[config.mk]
export PLATFORM = sky130hd
export DESIGN_NAME = acc_stage
export DESIGN_NICKNAME = d
export VERILOG_FILES = /design/src/rtl/acc_stage_pkg.sv /design/src/rtl/acc_admit.sv /design/src/rtl/acc_sum.sv /design/src/rtl/acc_flag.sv /design/src/rtl/acc_stage.sv
export SDC_FILE = /design/constraint.sdc
export NUM_CORES = 1
export LEC_CHECK = 0
export ABC_AREA = 0
export CORE_MARGIN = 1.5
export CORE_UTILIZATION = 25
export CTS_CLUSTER_SIZE = 24
export DETAILED_ROUTE_END_ITERATION = 7
export PLACE_DENSITY = 0.46
export SLEW_MARGIN = 20
export SYNTH_ARGS = -nofsm -noshare
export SYNTH_HDL_FRONTEND = slang
export SYNTH_SLANG_ARGS = --single-unit
[constraint.sdc]
create_clock -name clk_i -period 4.15 [get_ports clk_i]
set_input_delay 0.415 -clock clk_i [delete_from_list [all_inputs] [get_ports clk_i]]
set_output_delay 0.415 -clock clk_i [all_outputs]
set_load 0.02 [all_outputs]
[src/rtl/acc_stage_pkg.sv]
package acc_stage_pkg;
  typedef enum logic [1:0] {
    BEAT_IDLE = 2'd0,
    BEAT_TAKE = 2'd1,
    BEAT_HOLD = 2'd2
  } beat_e;
endpackage

[src/rtl/acc_admit.sv]
module acc_admit
  import acc_stage_pkg::*;
(
  input  logic  en_i,
  input  logic  stop_i,
  output beat_e beat_o,
  output logic  stall_o
);
  always_comb begin
    if (stop_i)    beat_o = BEAT_HOLD;
    else if (en_i) beat_o = BEAT_TAKE;
    else           beat_o = BEAT_IDLE;
  end

  assign stall_o = stop_i;
endmodule

[src/rtl/acc_sum.sv]
module acc_sum #(
  parameter int unsigned IN_W  = 8,
  parameter int unsigned OUT_W = 16
) (
  input  logic             clk_i,
  input  logic             rst_ni,
  input  logic             take_i,
  input  logic [IN_W-1:0]  data_i,
  output logic [OUT_W-1:0] sum_o
);
  logic [OUT_W-1:0] addend;
  logic [OUT_W-1:0] sum_q;

  generate
    if (IN_W >= OUT_W) begin : g_trunc
      assign addend = data_i[OUT_W-1:0];
    end else begin : g_zext
      assign addend = {{(OUT_W-IN_W){1'b0}}, data_i};
    end
  endgenerate

  // wraps naturally at OUT_W bits
  always_ff @(posedge clk_i or negedge rst_ni) begin
    if (!rst_ni)     sum_q <= '0;
    else if (take_i) sum_q <= sum_q + addend;
  end

  assign sum_o = sum_q;

  a_r2_sum_step: assert property (@(posedge clk_i) disable iff (!rst_ni)
    take_i |=> sum_q == OUT_W'($past(sum_q) + $past(addend)));

  a_r4_sum_hold: assert property (@(posedge clk_i) disable iff (!rst_ni)
    !take_i |=> $stable(sum_q));
endmodule

[src/rtl/acc_flag.sv]
module acc_flag (
  input  logic clk_i,
  input  logic rst_ni,
  input  logic take_i,
  output logic done_o
);
  logic done_q;

  always_ff @(posedge clk_i or negedge rst_ni) begin
    if (!rst_ni) done_q <= 1'b0;
    else         done_q <= take_i;
  end

  assign done_o = done_q;
endmodule

[src/rtl/acc_stage.sv]
module acc_stage
  import acc_stage_pkg::*;
#(
  parameter int unsigned IN_W  = 8,
  parameter int unsigned OUT_W = 16
) (
  input  logic             clk_i,
  input  logic             rst_ni,
  input  logic             en_i,
  input  logic [IN_W-1:0]  data_i,
  input  logic             stop_i,
  output logic             stall_o,
  output logic [OUT_W-1:0] sum_o,
  output logic             done_o
);
  beat_e beat;
  logic  take;

  acc_admit u_admit (
    .en_i    (en_i),
    .stop_i  (stop_i),
    .beat_o  (beat),
    .stall_o (stall_o)
  );

  assign take = (beat == BEAT_TAKE);

  acc_sum #(.IN_W(IN_W), .OUT_W(OUT_W)) u_sum (
    .clk_i  (clk_i),
    .rst_ni (rst_ni),
    .take_i (take),
    .data_i (data_i),
    .sum_o  (sum_o)
  );

  acc_flag u_flag (
    .clk_i  (clk_i),
    .rst_ni (rst_ni),
    .take_i (take),
    .done_o (done_o)
  );

  a_r3_done_needs_en: assert property (@(posedge clk_i) disable iff (!rst_ni)
    done_o |-> $past(en_i) && !$past(stop_i));

  a_r3_done_after_take: assert property (@(posedge clk_i) disable iff (!rst_ni)
    (en_i && !stop_i) |=> done_o);

  a_r4_stop_blocks: assert property (@(posedge clk_i) disable iff (!rst_ni)
    stop_i |=> !done_o && $stable(sum_o));

  a_r1_reset_clear: assert property (@(posedge clk_i)
    !rst_ni |-> sum_o == '0 && !done_o);
endmodule

; After elaboration in Yosys (flattened, before gate mapping)
; Index checks and enable logic that the tools add are counted.
[word_totals]
latch_bits = 0
register_bits = 17
mem_bits_rw = 0
memories = 0
romBits = 0
in_bits = 12
[op_classes]
div = 0
order_cmp = 0
shift = 0
n_bitwise = 0
reduce_logical = 0
mux = 2
multipliers = 0
add_sub_neg = 1
n_eq_ne = 1
[ops]
columns = cell, n
row1 = adder 16 x 8 -> 16 bit, 1
row2 = equality test 2 x 1 -> 1 bit (second input constant), 1
row3 = 2-to-1 mux 2 bit, 1
row4 = 2-to-1 mux 1 bit, 1

; Logic depth before layout (Yosys ltp)
; Gate-level depths: netlist of the first run.
[depth]
word_depth = 3
ltp_mapped = 7

; Cells and area by module
; A second synthesis of the first run with hierarchy kept.
[unflattened]
cells_unflattened = 90
area_unflattened_um2 = 1023.5
[modules_own_cells]
columns = module, cells_each, n_inst, area_each_um2
row1 = acc_sum, 85, 1, 955.9
row2 = acc_admit, 3, 1, 28.8
row3 = acc_flag, 1, 1, 25.0
row4 = acc_stage, 1, 1, 13.8

; Least setup slack after synthesis of the first run
; No wires, ideal clock.
[synth_timing]
path_kind = register to register
from = register u_sum.sum_q[0] (netlist: u_sum.sum_o[0])
to = register u_sum.sum_q[12] (netlist: u_sum.sum_o[12])
path_stages_with_launch = 8
setup_ps = 131
arrival_time_ps = 1874
slack_ps = 2144
synth_period_minus_slack_ps = 2006
cell_sequence = dfrtp_1 ha_1 fa_1 a211oi_1 nor2_1 o21ai_2 nor2_1 xor2_1
[synth_via]
elab_chain_len = 1
[synth_rtl]
columns = element, line_no
row1 = from (decl), acc_sum.sv:12  ; logic [OUT_W-1:0] sum_q;
row2 = from (signal assigned), acc_sum.sv:25  ; else if (take_i) sum_q <= sum_q + addend;
row3 = adder 16 x 8 -> 16 bit, acc_sum.sv:25
; Every way passes these cells.
; A chain may end at the register's enable or synchronous reset.

; Final worst setup path of the first run
[layout_timing]
from = input port data_i[0]
to = register u_sum.sum_q[14] (netlist: u_sum.sum_o[14])
[layout_via]
elab_chain_len = 1
[layout_rtl]
columns = element, line_no
row1 = from (decl), acc_stage.sv:10  ; input logic [IN_W-1:0] data_i,
row2 = adder 16 x 8 -> 16 bit, acc_sum.sv:25
; Every way passes these cells.

==> flow_summary.yaml, run 1 <==
outcome:
  run_status: "finished, final reports clean"
setup_path:
  path_class: "input port to register"
  cp_max_fo: 4
  worst_setup_path_end_kind: "register"
  crit_family: "adder cells"
  timing.rr.end: "u_sum.sum_o[14]"
  critPathLaunch: "data_i[0]"
  crit_chain: "clkdlybuf4s50_1, ha_1, fa_1, a211oi_1, nor2_1, o21ai_2, nor2_1, xor2_1"
  r2r_start: "u_sum.sum_o[0]"
  worstPathRequired_ns: 4.29
  crit_path_frequent_cell: "nor2_1"
  crit_arrival_ns: 2.43
  slowest_stage: "fa_1"
  reg2regPathDepth: 7
  slowest_delay_ns: 0.43
  cp_num_buf_inv: 1
  crit_end: "u_sum.sum_o[14]"
  worst-r2r-setup-slack_ns: 2.05
  cp-start-kind: "input port"
  cp.depth: 8
cells_and_area:
  diodes: 0
  area_growth_pct: 38.8
  layout-drive-gt1-share_pct: 4.51
  fin_nets: 155
  stdcell_count: 181
sta:
  rsz0062_at_grt: "no"
  slew_violations: 0
  setup_viol: 0
  finalHoldViolCount: 0
  skew_ns: 0.00478
  fmax_mhz: 437
  fin_crit_sh_pct: 55.2
  tightest_slew_ns: 0.799
  relSlewSlack_pct: 46.6
  tns_ns: 0
  finalCriticalPeriod_ns: 2.29
clock_network:
  cts-htree-levels: 1
  clock_path_buffers: 2
  cts_sinks: 17
  cts-root-buf: "clkbuf_8"
  clock_latency_ns: 0.25
  cts_hold_buf: 0
  cts.clk_slew.worst_paths_ns: 0.07
  post_cts_buffers: 0
  cts_resized: 0
  cts_tree: "done"
  cts_buffers: 3
placement:
  gp_congestion: 0.784
  dpl.cell_count: 177
  dp_hpwl_um: 1680
  port-buffer-count: 29
detailed_routing:
  firstDrtPassIters: 4
  avgViaCountPerCell: 4.51
  ant_nets: 0
  drc: 0
  num_vias: 817
  drt-wirelength-per-cell_um: 12.0
  wirelength_um: 2180
  drt_iter0_markers: 17
floorplan:
  num_rows: 22
  core_um2: 3740
  ios: 30
  die_height_um: 66
  dieArea_um2: 4360
  initial_core_util_pct: 26.5
  dieWidth_um: 66
power_and_ir_drop:
  leakagePower_nw: 0.617
  vdd_drop_max_v: 0.000237
  power_density_nw_per_um2: 657
yosys:
  syn_inst: 102
  ys_types: 29
  synth_top_area_share_pct: 42.9
  avgSynthCellArea_um2: 9.73
  yosysMostFrequentCell: "dfrtp_1"
  synth_largest_area_cell: "dfrtp_1"
  yosys_most_used_dff: "dfrtp_1"
  ys_seq_area_share_pct: 42.9
  yosysWarnings: 0
  async_reset_ff_share_pct: 100
  synth-seq-cells: 17
  synth_area_leaders: "dfrtp_1 (43%), ha_1 (10%), xnor2_1 (6.2%)"
  syn_area_um2: 992
  syn_nets: 123
  synth-edff-count: 0
  synthTopCellsByCount: "dfrtp_1 (17), nand2_1 (15), ha_1 (8), nor2_1 (8), o21ai_0 (8)"
min_path:
  hp-class: "register to register"
grt:
  grt_pass1_vias: 777
  gr-total-overflow: 0
  grt_pass1_wl_um: 3500
  grt_max_degree: 18
  antenna_found_initial: 0
  grt_usage_pct: 10.3
job:
  max_cap_violations: 0
## logic make-up after synthesis
| group | count (synthesis) | synth area share (%) |
|---|---|---|
| and+or+nand+nor | 33 | 15.0 |
| AOI/OAI and AO/OA | 27 | 17.5 |
| DFF | 17 | 42.9 |
| xor gates and xnor gates | 12 | 10.6 |
| adders and majority gates | 9 | 12.1 |
| buffers and inverters | 4 | 1.89 |
## power breakdown
part	switching, mW	internal, mW	total (mW)	leakage [nW]
Sequential	0.0580	0.224	0.282	0.214
Clock	0.0578	0.0665	0.124	0.0255
Combinational	0.260	0.239	0.499	0.378
Total	0.376	0.529	0.905	0.617
## worst min path at each step
stage / start / endpoint / slack (ns) / depth (start not counted)
final: u_sum.sum_o[12] / u_sum.sum_o[12] / 0.49 / 1
after CTS: u_sum.sum_o[15] / u_sum.sum_o[15] / 0.49 / 1
after detailed placement: u_sum.sum_o[15] / u_sum.sum_o[15] / 0.47 / 1
after floorplan: rst_ni / u_flag.done_o / 0.12 / 0
after global routing: u_sum.sum_o[14] / u_sum.sum_o[14] / 0.51 / 1
after global placement: u_sum.sum_o[15] / u_sum.sum_o[15] / 0.46 / 1
## flip-flops by register name, summed over array words and instances (netlist names)
signal         cells
u_flag.done_o      1
u_sum.sum_o       16
## cell usage in the layout, fill, tap and decap left out, drive strengths merged
master         synthesis  final
and4                   1      1
clkinv                 0      1
fa                     1      1
o21bai                 2      2
dfrtp                 17     17
xnor2                  7      7
a21boi                 1      1
clkdlybuf4s50          0     29
nor3                   1      1
nand3                  3      3
nand4b                 1      1
nand2                 15     15
inv                    2      2
a211oi                 2      2
xor2                   5      5
clkbuf                 1      3
o21a                   1      1
nand2b                 1      1
and3                   1      1
o31ai                  2      2
nor2                   8      8
or3                    1      1
o21ai                  9      9
a21bo                  1      1
nand4                  1      1
ha                     8      8
a21o                   3      3
o211ai                 1      1
a21oi                  5      5
## area by class of cell
type / instances / area, µm²
inverters: 2 / 7.51
clock buffers: 3 / 41.3
well taps: 48 / 60.1
clock inverters: 1 / 5.00
fillers: 381 / 2370
multi-input cells: 81 / 548
flip-flops and latches: 17 / 425
repair buffers: 29 / 290
## through the flow
step | setup slack, ns | area (µm²) | power [mW] | util [%] | hold WS (ns)
finish | 1.86 | 1380 | 0.905 | 36.8 | 0.491
CTS | 1.85 | 1380 | 0.917 | 36.8 | 0.487
detailed placement | 1.59 | 1330 | 0.786 | 35.6 | 0.472
global route | 1.73 | 1380 | 0.976 | 36.8 | 0.506
global placement | 1.63 | 1330 | 0.789 | 35.6 | 0.465
floorplan | 2.14 | 992 | 0.596 | - | 0.119
## layer usage
layer | routed length (µm) | vias to the layer above | GRT usage, %
met5 | 0 | - | 0
met3 | 100 | 4 | 1.70
met1 | 1040 | 372 | 14.4
li1 | - | 422 | -
met2 | 1020 | 19 | 16.0
met4 | 26 | 0 | 3.57
No activity file was read; power rests on OpenSTA's default activity.
==> inputs of run 2 (changes only) <==
- clock period: 4.15 -> 2.3 ns (I/O delays scaled with it)
==> run 2 against run 1 <==
  * Die area is the same
  * Critical endpoint unchanged
  * Clock skew grew 0.0016 ns
  * Combinational power grew 82%
  * Global-route usage grew 0.80 points
  * Clock-buffer cell count is the same
  * Hold slack lost 0.19 ns
  * Non-clock buffer count grew 3
  * Largest cell class unchanged
==> flow_summary.yaml, run 2 (synthesis results as in run 1) <==
setup_path:
  slowest_delay_ns: 0.40
  crit_chain: "ha_1, fa_1, a211oi_1, nor2_1, o21ai_2, nor2_1, xor2_1"
  cp.depth: 7
  timing.rr.end: "u_sum.sum_o[14]"
  cp_num_buf_inv: 0
  crit_end: "u_sum.sum_o[14]"
  worst_setup_path_end_kind: "register"
  crit_family: "adder cells"
  cp-start-kind: "register"
  cp_max_fo: 4
  r2r_start: "u_sum.sum_o[0]"
  worstPathRequired_ns: 2.43
  slowest_stage: "dfrtp_1"
  crit_arrival_ns: 2.17
  path_class: "register to register"
  crit_path_frequent_cell: "nor2_1"
  critPathLaunch: "u_sum.sum_o[0]"
  reg2regPathDepth: 7
  worst-r2r-setup-slack_ns: 0.26
sta:
  finalHoldViolCount: 0
  fin_crit_sh_pct: 88.7
  slew_violations: 0
  setup_viol: 0
  relSlewSlack_pct: 78.6
  tightest_slew_ns: 0.321
  fin_ws_ns: 0.261
  hold_slack_ns: 0.300
  tns_ns: 0
  skew_ns: 0.00635
  rsz0062_at_grt: "no"
  finalCriticalPeriod_ns: 2.04
  fmax_mhz: 490
detailed_routing:
  firstDrtPassIters: 4
  drc: 0
  drt_iter0_markers: 13
  drt-wirelength-per-cell_um: 12.0
  ant_nets: 0
  avgViaCountPerCell: 4.33
  wirelength_um: 2200
  num_vias: 797
cells_and_area:
  final_common_cell: "clkdlybuf4s50_1"
  diodes: 0
  fin_nets: 158
  fillers: 390
  stdcell_count: 184
  fin_util_pct: 37.4
  area_growth_pct: 41.1
  most-common-layout-cells: "clkdlybuf4s50_1 (29), dfrtp_1 (17), nand2_1 (15)"
  multi_input_area_um2: 548
  seq_area_um2: 425
  largest_reg_flops: 16
  layout-drive-gt1-share_pct: 6.62
min_path:
  hp-class: "input port to asynchronous set/reset pin"
floorplan:
  ios: 30
  dieWidth_um: 66
  num_rows: 22
  initial_core_util_pct: 26.5
  core_um2: 3740
  die_height_um: 66
  dieArea_um2: 4360
placement:
  gp_congestion: 0.788
  pre_cts_ws_ns: 0.00406
  port-buffer-count: 29
  dp_hpwl_um: 1660
  dpl.cell_count: 180
grt:
  gr-total-overflow: 0
  grt_pass1_vias: 798
  antenna_found_initial: 0
  grt_pass1_wl_um: 3740
  grt_max_degree: 18
  grt_usage_pct: 11.1
clock_network:
  cts-root-buf: "clkbuf_8"
  clock_path_buffers: 2
  clock_latency_ns: 0.25
  cts-htree-levels: 1
  cts_buffers: 3
  cts_sinks: 17
  cts_tree: "done"
  cts_resized: 0
  cts_hold_buf: 0
  cts.clk_slew.worst_paths_ns: 0.07
  post_cts_buffers: 0
power_and_ir_drop:
  power_density_nw_per_um2: 1170
  leakagePower_nw: 0.632
  vdd_drop_max_v: 0.000431
outcome:
  run_status: "finished, final reports clean"
job:
  max_cap_violations: 0
run 2: cell types whose count changed in the layout (fill, tap and decap cells not counted):
cell,previous run,this run
buf_4,0,3
run 2: layer usage:
metal  vias up  routed length (µm)  GRT usage [%]
met2        20                1020           17.3
met4         0                   0           1.53
li1        428                   -              -
met5         -                   0              0
met3         0                 110           3.41
met1       349                1070           15.5
run 2: worst min-delay path by stage:
| stage | cells past startpoint | startpoint | end | slack [ns] |
|---|---|---|---|---|
| 2_1_floorplan | 0 | rst_ni | u_flag.done_o | -0.07 |
| 3_3_place_gp | 1 | u_sum.sum_o[15] | u_sum.sum_o[15] | 0.46 |
| 3_5_place_dp | 1 | u_sum.sum_o[15] | u_sum.sum_o[15] | 0.47 |
| 4_1_cts | 2 | rst_ni | u_sum.sum_o[6] | 0.31 |
| 5_1_grt | 2 | rst_ni | u_sum.sum_o[3] | 0.33 |
| 6_report | 2 | rst_ni | u_sum.sum_o[3] | 0.30 |
run 2: cell type report:
cell class | count | share of cell area (%)
Multi-Input combinational cell | 81 | 39.1
Sequential cell | 17 | 30.4
Timing Repair Buffer | 32 | 22.3
Tap cell | 48 | 4.29
Clock buffer | 3 | 2.95
Inverter | 2 | 0.536
Clock inverter | 1 | 0.357
run 2: per-stage QoR:
step	total power, mW	cell area (µm²)
6_report	1.64	1400
3_5_place_dp	1.43	1350
5_1_grt	1.79	1400
3_3_place_gp	1.44	1350
2_1_floorplan	1.07	992
4_1_cts	1.67	1400
run 2: power breakdown:
group	internal (mW)	total, mW	switching [mW]	leakage, nW
combinational	0.439	0.910	0.472	0.392
sequential	0.404	0.504	0.101	0.214
clock	0.120	0.226	0.106	0.0255
